==> src/rtl/seizure_trig_pkg.sv <==
// Shared widths for the seizure trigger. All sizes are defaults that the
// top module passes down as parameters.
package seizure_trig_pkg;
    localparam int VAL_W_DEF    = 10;  // magnitude / PLV sample width
    localparam int HOLD_W_DEF   = 24;  // period setting width
    localparam int MAX_LOG2_DEF = 7;   // largest window exponent
    localparam int LOG2_W_DEF   = 3;   // width of the window exponent port

    localparam int NUM_DET = 2;        // detector paths: magnitude and PLV
    localparam int DET_MAG = 0;
    localparam int DET_PLV = 1;
endpackage

==> src/rtl/dual_mag_compare.sv <==
// Dual-channel magnitude comparator.
// Raises trig for one tick when both channel magnitudes exceed their own
// thresholds. Assumes tick lasts one clock per sample.
module dual_mag_compare #(
    parameter int VAL_W = 10
) (
    input  logic             tick,
    input  logic [VAL_W-1:0] mag_a,
    input  logic [VAL_W-1:0] mag_b,
    input  logic [VAL_W-1:0] thr_a,
    input  logic [VAL_W-1:0] thr_b,
    output logic             trig
);
    logic above_a;
    logic above_b;

    // Strict comparisons per channel, qualified by the sample tick.
    always_comb begin
        above_a = mag_a > thr_a;
        above_b = mag_b > thr_b;
        trig    = tick && above_a && above_b;
    end
endmodule

==> src/rtl/plv_window.sv <==
// PLV integrate-and-dump window.
// Sums PLV samples over 2^win_log2 ticks. On the closing tick of a window it
// compares the sum with plv_thr scaled by the window length, pulses trig when
// the sum is lower, and restarts. Assumes win_log2 <= MAX_LOG2. If win_log2
// shrinks in the middle of a window, that window closes on the next tick.
module plv_window #(
    parameter int VAL_W    = 10,
    parameter int MAX_LOG2 = 7,
    parameter int LOG2_W   = 3
) (
    input  logic              clk,
    input  logic              rst_n,
    input  logic              tick,
    input  logic [VAL_W-1:0]  plv,
    input  logic [VAL_W-1:0]  plv_thr,
    input  logic [LOG2_W-1:0] win_log2,
    output logic              trig
);
    localparam int SUM_W = VAL_W + MAX_LOG2;
    localparam int CNT_W = (MAX_LOG2 < 1) ? 1 : MAX_LOG2;

    logic [SUM_W-1:0] sum_q;
    logic [SUM_W-1:0] sum_next;
    logic [SUM_W-1:0] thr_scaled;
    logic [CNT_W-1:0] pos_q;
    logic [CNT_W-1:0] last_pos;
    logic             closing;

    // Window bookkeeping: last index, scaled threshold and the sum including the current sample.
    always_comb begin
        last_pos   = CNT_W'((32'd1 << win_log2) - 32'd1);
        thr_scaled = SUM_W'(plv_thr) << win_log2;
        sum_next   = sum_q + SUM_W'(plv);
        closing    = tick && (pos_q >= last_pos);
        trig       = closing && (sum_next < thr_scaled);
    end

    // Accumulate within the window, dump at its end.
    always_ff @(posedge clk) begin
        if (!rst_n) begin
            sum_q <= '0;
            pos_q <= '0;
        end else if (tick) begin
            if (closing) begin
                sum_q <= '0;
                pos_q <= '0;
            end else begin
                sum_q <= sum_next;
                pos_q <= pos_q + 1'b1;
            end
        end
    end
endmodule

==> src/rtl/hold_timer.sv <==
// Retriggerable alarm hold timer.
// A trigger loads dur and each later tick counts down. active is high while
// the count is nonzero. Assumes trig is only ever high together with tick.
module hold_timer #(
    parameter int DUR_W = 25
) (
    input  logic             clk,
    input  logic             rst_n,
    input  logic             tick,
    input  logic             trig,
    input  logic [DUR_W-1:0] dur,
    output logic             active
);
    logic [DUR_W-1:0] left_q;

    // Load on trigger, count down one per tick, hold without tick.
    always_ff @(posedge clk) begin
        if (!rst_n) begin
            left_q <= '0;
        end else if (tick) begin
            if (trig) begin
                left_q <= dur;
            end else if (left_q != '0) begin
                left_q <= left_q - 1'b1;
            end
        end
    end

    // Alarm reflects a pending hold.
    always_comb active = (left_q != '0);
endmodule

==> src/rtl/seizure_trigger.sv <==
// Magnitude and PLV seizure trigger, top level.
// A magnitude comparator and a PLV window feed two retriggerable hold timers
// that share the duration sop_len + sph_len. The combined alarm is the AND of
// the two held alarms. Assumes tick is a single-clock pulse per sample.
module seizure_trigger
    import seizure_trig_pkg::*;
#(
    parameter int VAL_W    = VAL_W_DEF,
    parameter int HOLD_W   = HOLD_W_DEF,
    parameter int MAX_LOG2 = MAX_LOG2_DEF,
    parameter int LOG2_W   = LOG2_W_DEF
) (
    input  logic              clk,
    input  logic              rst_n,
    input  logic              tick,
    input  logic [VAL_W-1:0]  mag_a,
    input  logic [VAL_W-1:0]  mag_b,
    input  logic [VAL_W-1:0]  plv,
    input  logic [VAL_W-1:0]  mag_a_thr,
    input  logic [VAL_W-1:0]  mag_b_thr,
    input  logic [VAL_W-1:0]  plv_thr,
    input  logic [LOG2_W-1:0] win_log2,
    input  logic [HOLD_W-1:0] sop_len,
    input  logic [HOLD_W-1:0] sph_len,
    output logic              mag_alarm,
    output logic              plv_alarm,
    output logic              comb_alarm
);
    localparam int DUR_W = HOLD_W + 1;

    logic [NUM_DET-1:0] det_trig;
    logic [NUM_DET-1:0] det_active;
    logic [DUR_W-1:0]   hold_dur;

    // Hold length without wrap-around.
    always_comb hold_dur = {1'b0, sop_len} + {1'b0, sph_len};

    dual_mag_compare #(.VAL_W(VAL_W)) u_mag (
        .tick  (tick),
        .mag_a (mag_a),
        .mag_b (mag_b),
        .thr_a (mag_a_thr),
        .thr_b (mag_b_thr),
        .trig  (det_trig[DET_MAG])
    );

    plv_window #(.VAL_W(VAL_W), .MAX_LOG2(MAX_LOG2), .LOG2_W(LOG2_W)) u_plv (
        .clk      (clk),
        .rst_n    (rst_n),
        .tick     (tick),
        .plv      (plv),
        .plv_thr  (plv_thr),
        .win_log2 (win_log2),
        .trig     (det_trig[DET_PLV])
    );

    // One hold timer per detector path.
    for (genvar g = 0; g < NUM_DET; g++) begin : g_hold
        hold_timer #(.DUR_W(DUR_W)) u_hold (
            .clk    (clk),
            .rst_n  (rst_n),
            .tick   (tick),
            .trig   (det_trig[g]),
            .dur    (hold_dur),
            .active (det_active[g])
        );
    end

    // Output mapping and the combined decision.
    always_comb begin
        mag_alarm  = det_active[DET_MAG];
        plv_alarm  = det_active[DET_PLV];
        comb_alarm = det_active[DET_MAG] && det_active[DET_PLV];
    end
endmodule

==> config.mk <==
export PLATFORM = sky130hd
export DESIGN_NAME = seizure_trigger
export DESIGN_NICKNAME = d
export VERILOG_FILES = /design/src/rtl/seizure_trig_pkg.sv /design/src/rtl/dual_mag_compare.sv /design/src/rtl/plv_window.sv /design/src/rtl/hold_timer.sv /design/src/rtl/seizure_trigger.sv
export SDC_FILE = /design/constraint.sdc
export NUM_CORES = 1
export LEC_CHECK = 0
export BUFFER_PORTS_ARGS = -buffer_cell sky130_fd_sc_hd__buf_2
export CORE_MARGIN = 2
export CORE_UTILIZATION = 55
export DETAILED_ROUTE_END_ITERATION = 12
export PLACE_DENSITY = 0.81
export SLEW_MARGIN = 20
export SYNTH_ARGS = -nofsm -noshare
export SYNTH_HDL_FRONTEND = slang
export SYNTH_SLANG_ARGS = --single-unit
==> constraint.sdc <==
create_clock -name clk -period 12.3 [get_ports clk]
set_input_delay 1.23 -clock clk [delete_from_list [all_inputs] [get_ports clk]]
set_output_delay 1.23 -clock clk [all_outputs]
set_load 0.05 [all_outputs]
==> out/results.tsv <==
stage	metric	value	unit
cts	Clk Latency, worst-skew pair	330	ps
yosys	Post-synth EDFFs	0	
cts	H-Tree Depth	3	
detailed_routing	antenna-violating nets left	0	
yosys	syn nets	1052	
yosys	register area share after synthesis	22.1	%
detailed_routing	drt via density	5.83	
setup_path	cell type of the slowest stage on the worst timing path	or3_1	
detailed_routing	final wirelength	15800	um
setup_path	critical path's top delay family	compound AO/OA/AOI/OAI gates	
finish	area of the multi-input gates	0.00494	mm^2
global_routing	GRT met3 Usage	3.23	%
pwr	Leakage Power	3.60	nW
setup_path	Startpoint Class	input port	
global_routing	total global-route track usage	24.9	%
placed_design	Final Wtd Congestion	0.908	
cts	CTS Root Cell	clkbuf_16	
placed_design	# port buffers	116	
die	DIE AREA	0.0131	mm^2
setup_path	Worst path depth	20	
pwr	Total Power	1.32	mW
yosys	Synth area leaders	dfxtp_1 (22%), ha_1 (15%), xnor2_1 (6.3%)	
timing	worst-case clock skew	6.47	ps
die	Initial Util	56.1	%
die	# rows	40	
setup_path	worst path required time	12520	ps
detailed_routing	routed len/inst	14.3	um
pwr	Gate power share	49.6	%
die	height of the die	114	um
worst_hold_path	HP Class	reg2reg	
yosys	synthesis-stage register bit count	74	
yosys	Post-synth ARST share	0	%
global_routing	busiest grt layer	met2	
run	MaxCap Viol Count	0	
finish	share of cells above drive strength 1	16.2	%
cts	TritonCTS Buffers	9	
cts	Clock Tree Buf Depth	2	
global_routing	initial antenna violation count	0	
pwr	P_sw	537	uW
finish	most frequent cells in the layout	buf_2 (116), nor2_1 (98), ha_1 (80), dfxtp_1 (74), nand2_1 (67)	
detailed_routing	Starting DRT DRC Count	363	
die	Die W	114	um
timing	worst slew pin tran	1030	ps
global_routing	first-pass GRT wire length	27000	um
timing	Final Max Tran Viols	0	
detailed_routing	DRT Pass-1 Iters	5	
pwr	IR drop worst, VDD	101	uV
timing	final period utilization	41.3	%
finish	Post-Layout Cell Count	1105	
setup_path	worst stage delay on the critical path	440	ps
finish	filler instances	1053	
global_routing	vias in the first global route	6185	
setup_path	CP cell instances	buf_2, ha_1, inv_1, fa_1, nor2b_1, o21ai_0, a21boi_0, o21a_1, o2111a_1, o21ai_0, nor2_1, xnor2_1, ha_1, a21o_1, a21o_1, a21oi_1, nand4b_1, o22a_1, or3_1, o311ai_0	
placed_design	hpwl dp	12000	um
status	status	complete, no violations	
finish	Syn-to-layout area delta	15.0	%
setup_path	critical path buffer and inverter count	2	
yosys	post-synth top area cell	dfxtp_1	
timing	RSZ-0062 raised after global routing	no	
timing	Setup Viol. Count Final	0	
global_routing	overflow left after global routing	0	
worst_hold_path	hold path cells	2	
placed_design	Inst Count DP	1089	
cts	clock transition at the registers of the reported paths	60	ps
setup_path	crit path max fanout	15	
yosys	mapped cell area	0.00671	mm^2
yosys	Post-Syn Area per Cell	7.84	um^2
pwr	Clock Power Share	22.8	%
timing	Rel. slew slack	31.4	%
finish	commonest non-fill, non-tap cell in the layout	buf_2	
timing	Max Fclk	0.197	GHz
finish	Sequential Area	0.00148	mm^2
finish	Post-Route Utilization	64.5	%
global_routing	GRT met1 Usage	31.1	%
yosys	Ys Warns	0	
yosys	Synth Instances	856	
setup_path	CP Class	in2reg	
yosys	synth unique cells	71	
timing	final hold viol count	0	
global_routing	largest net degree at the start of global routing	36	
timing	Fin Setup TNS	0	ps
cts	CTS tree	yes	
pwr	Pint	787	uW
finish	Nets	1149	
global_routing	met2 global-route usage	43.9	%
die	Core Region	0.0120	mm^2
cts	# clock sinks	74	
setup_path	cells on worst reg2reg path	19	
yosys	Yosys top cell area share	22.1	%
pwr	Sw Share	40.6	%
cts	CTS resizes	0	
cts	CTS Hold Buffers Added	0	
detailed_routing	Vias	6445	
finish	antenna diode count	0	
pwr	Pwr per Cell Area	171	mW/mm^2
detailed_routing	DRC	0	
die	Ports	117	
cts	setup bufs post-CTS	0	
yosys	ys flop type	dfxtp_1	
pwr	Flop pwr share	27.5	%
setup_path	CP Data Arrival Time	5290	ps
timing	Final min period	5080	ps
setup_path	Worst Setup End Kind	flop	
cell type report:
type | count | share of cell area (%)
Clock buffer | 9 | 2.92
Timing Repair Buffer | 120 | 7.91
Multi-Input combinational cell | 704 | 63.9
Clock inverter | 7 | 1.52
Inverter | 44 | 2.14
Tap cell | 147 | 2.38
Sequential cell | 74 | 19.2
cells by family after synthesis:
| family | Yosys count | share of synthesized area, % |
|---|---|---|
| simple gates | 300 | 22.1 |
| xor+xnor | 82 | 10.7 |
| compound gates | 221 | 22.3 |
| mux | 19 | 2.93 |
| fa+ha+maj | 82 | 15.5 |
| buf+inv | 78 | 4.40 |
| flops | 74 | 22.1 |
worst min-delay path, delay by kind of cell (launching register included):
family / cells / cell delay, ps
AOI/OAI and AO/OA: 1 / 50
DFF: 1 / 310
and+or+nand+nor: 1 / 60
through the flow:
stage | cell area, um^2 | worst slack (ps) | hold slack, ps
6_report | 7720 | 7220 | 473
5_1_grt | 7720 | 6840 | 481
4_1_cts | 7720 | 7240 | 474
3_5_place_dp | 7380 | 6920 | 465
3_3_place_gp | 7380 | 7060 | 455
2_1_floorplan | 6710 | 7380 | 445
state kept, by name, indices dropped and copies added, names as in the netlist:
register	cells
g_hold.u_hold.left_q	50
u_plv.sum_q	17
u_plv.pos_q	7
cells in the mapped netlist (7+ instances only):
library cell  count
nand2b_1         11
clkbuf_1         29
or4_1             7
a211oi_1         38
a21o_1           29
and2_1            9
mux2i_1          14
xnor2_1          48
nand3_1          25
a21oi_1          56
ha_1             80
nor2_1           98
inv_1            42
a31oi_1           7
nor4_1            7
nand4_1          16
or3_1             8
nand2_1          67
nor3_1           21
o21ai_0          33
dfxtp_1          74
o211ai_1          7
xor2_1           34
power groups by stage:
stage	combinational [mW]	sequential (mW)	clock, mW
after floorplan	0.527	0.353	0
after global placement	0.635	0.365	0
after detailed placement	0.644	0.367	0
after CTS	0.653	0.363	0.307
after global routing	0.738	0.374	0.318
final	0.657	0.364	0.302
layer usage:
layer / wire, um / vias up
li1: - / 3303
met1: 7160 / 2929
met2: 7480 / 183
met3: 809 / 30
met4: 364 / 0
met5: 0 / -
final timing paths:
check	startpoint	endpoint	slack [ps]
setup reg to reg	u_plv.sum_q[0]$_SDFFE_PN0P_	g_hold[1].u_hold.left_q[22]$_SDFFE_PN0P_	7850
hold / removal	u_plv.sum_q[7]$_SDFFE_PN0P_	u_plv.sum_q[7]$_SDFFE_PN0P_	470
setup / recovery	plv[0]	g_hold[1].u_hold.left_q[22]$_SDFFE_PN0P_	7220
hold reg to reg	u_plv.sum_q[7]$_SDFFE_PN0P_	u_plv.sum_q[7]$_SDFFE_PN0P_	470
Note: power is estimated with default switching activity, not from simulation.
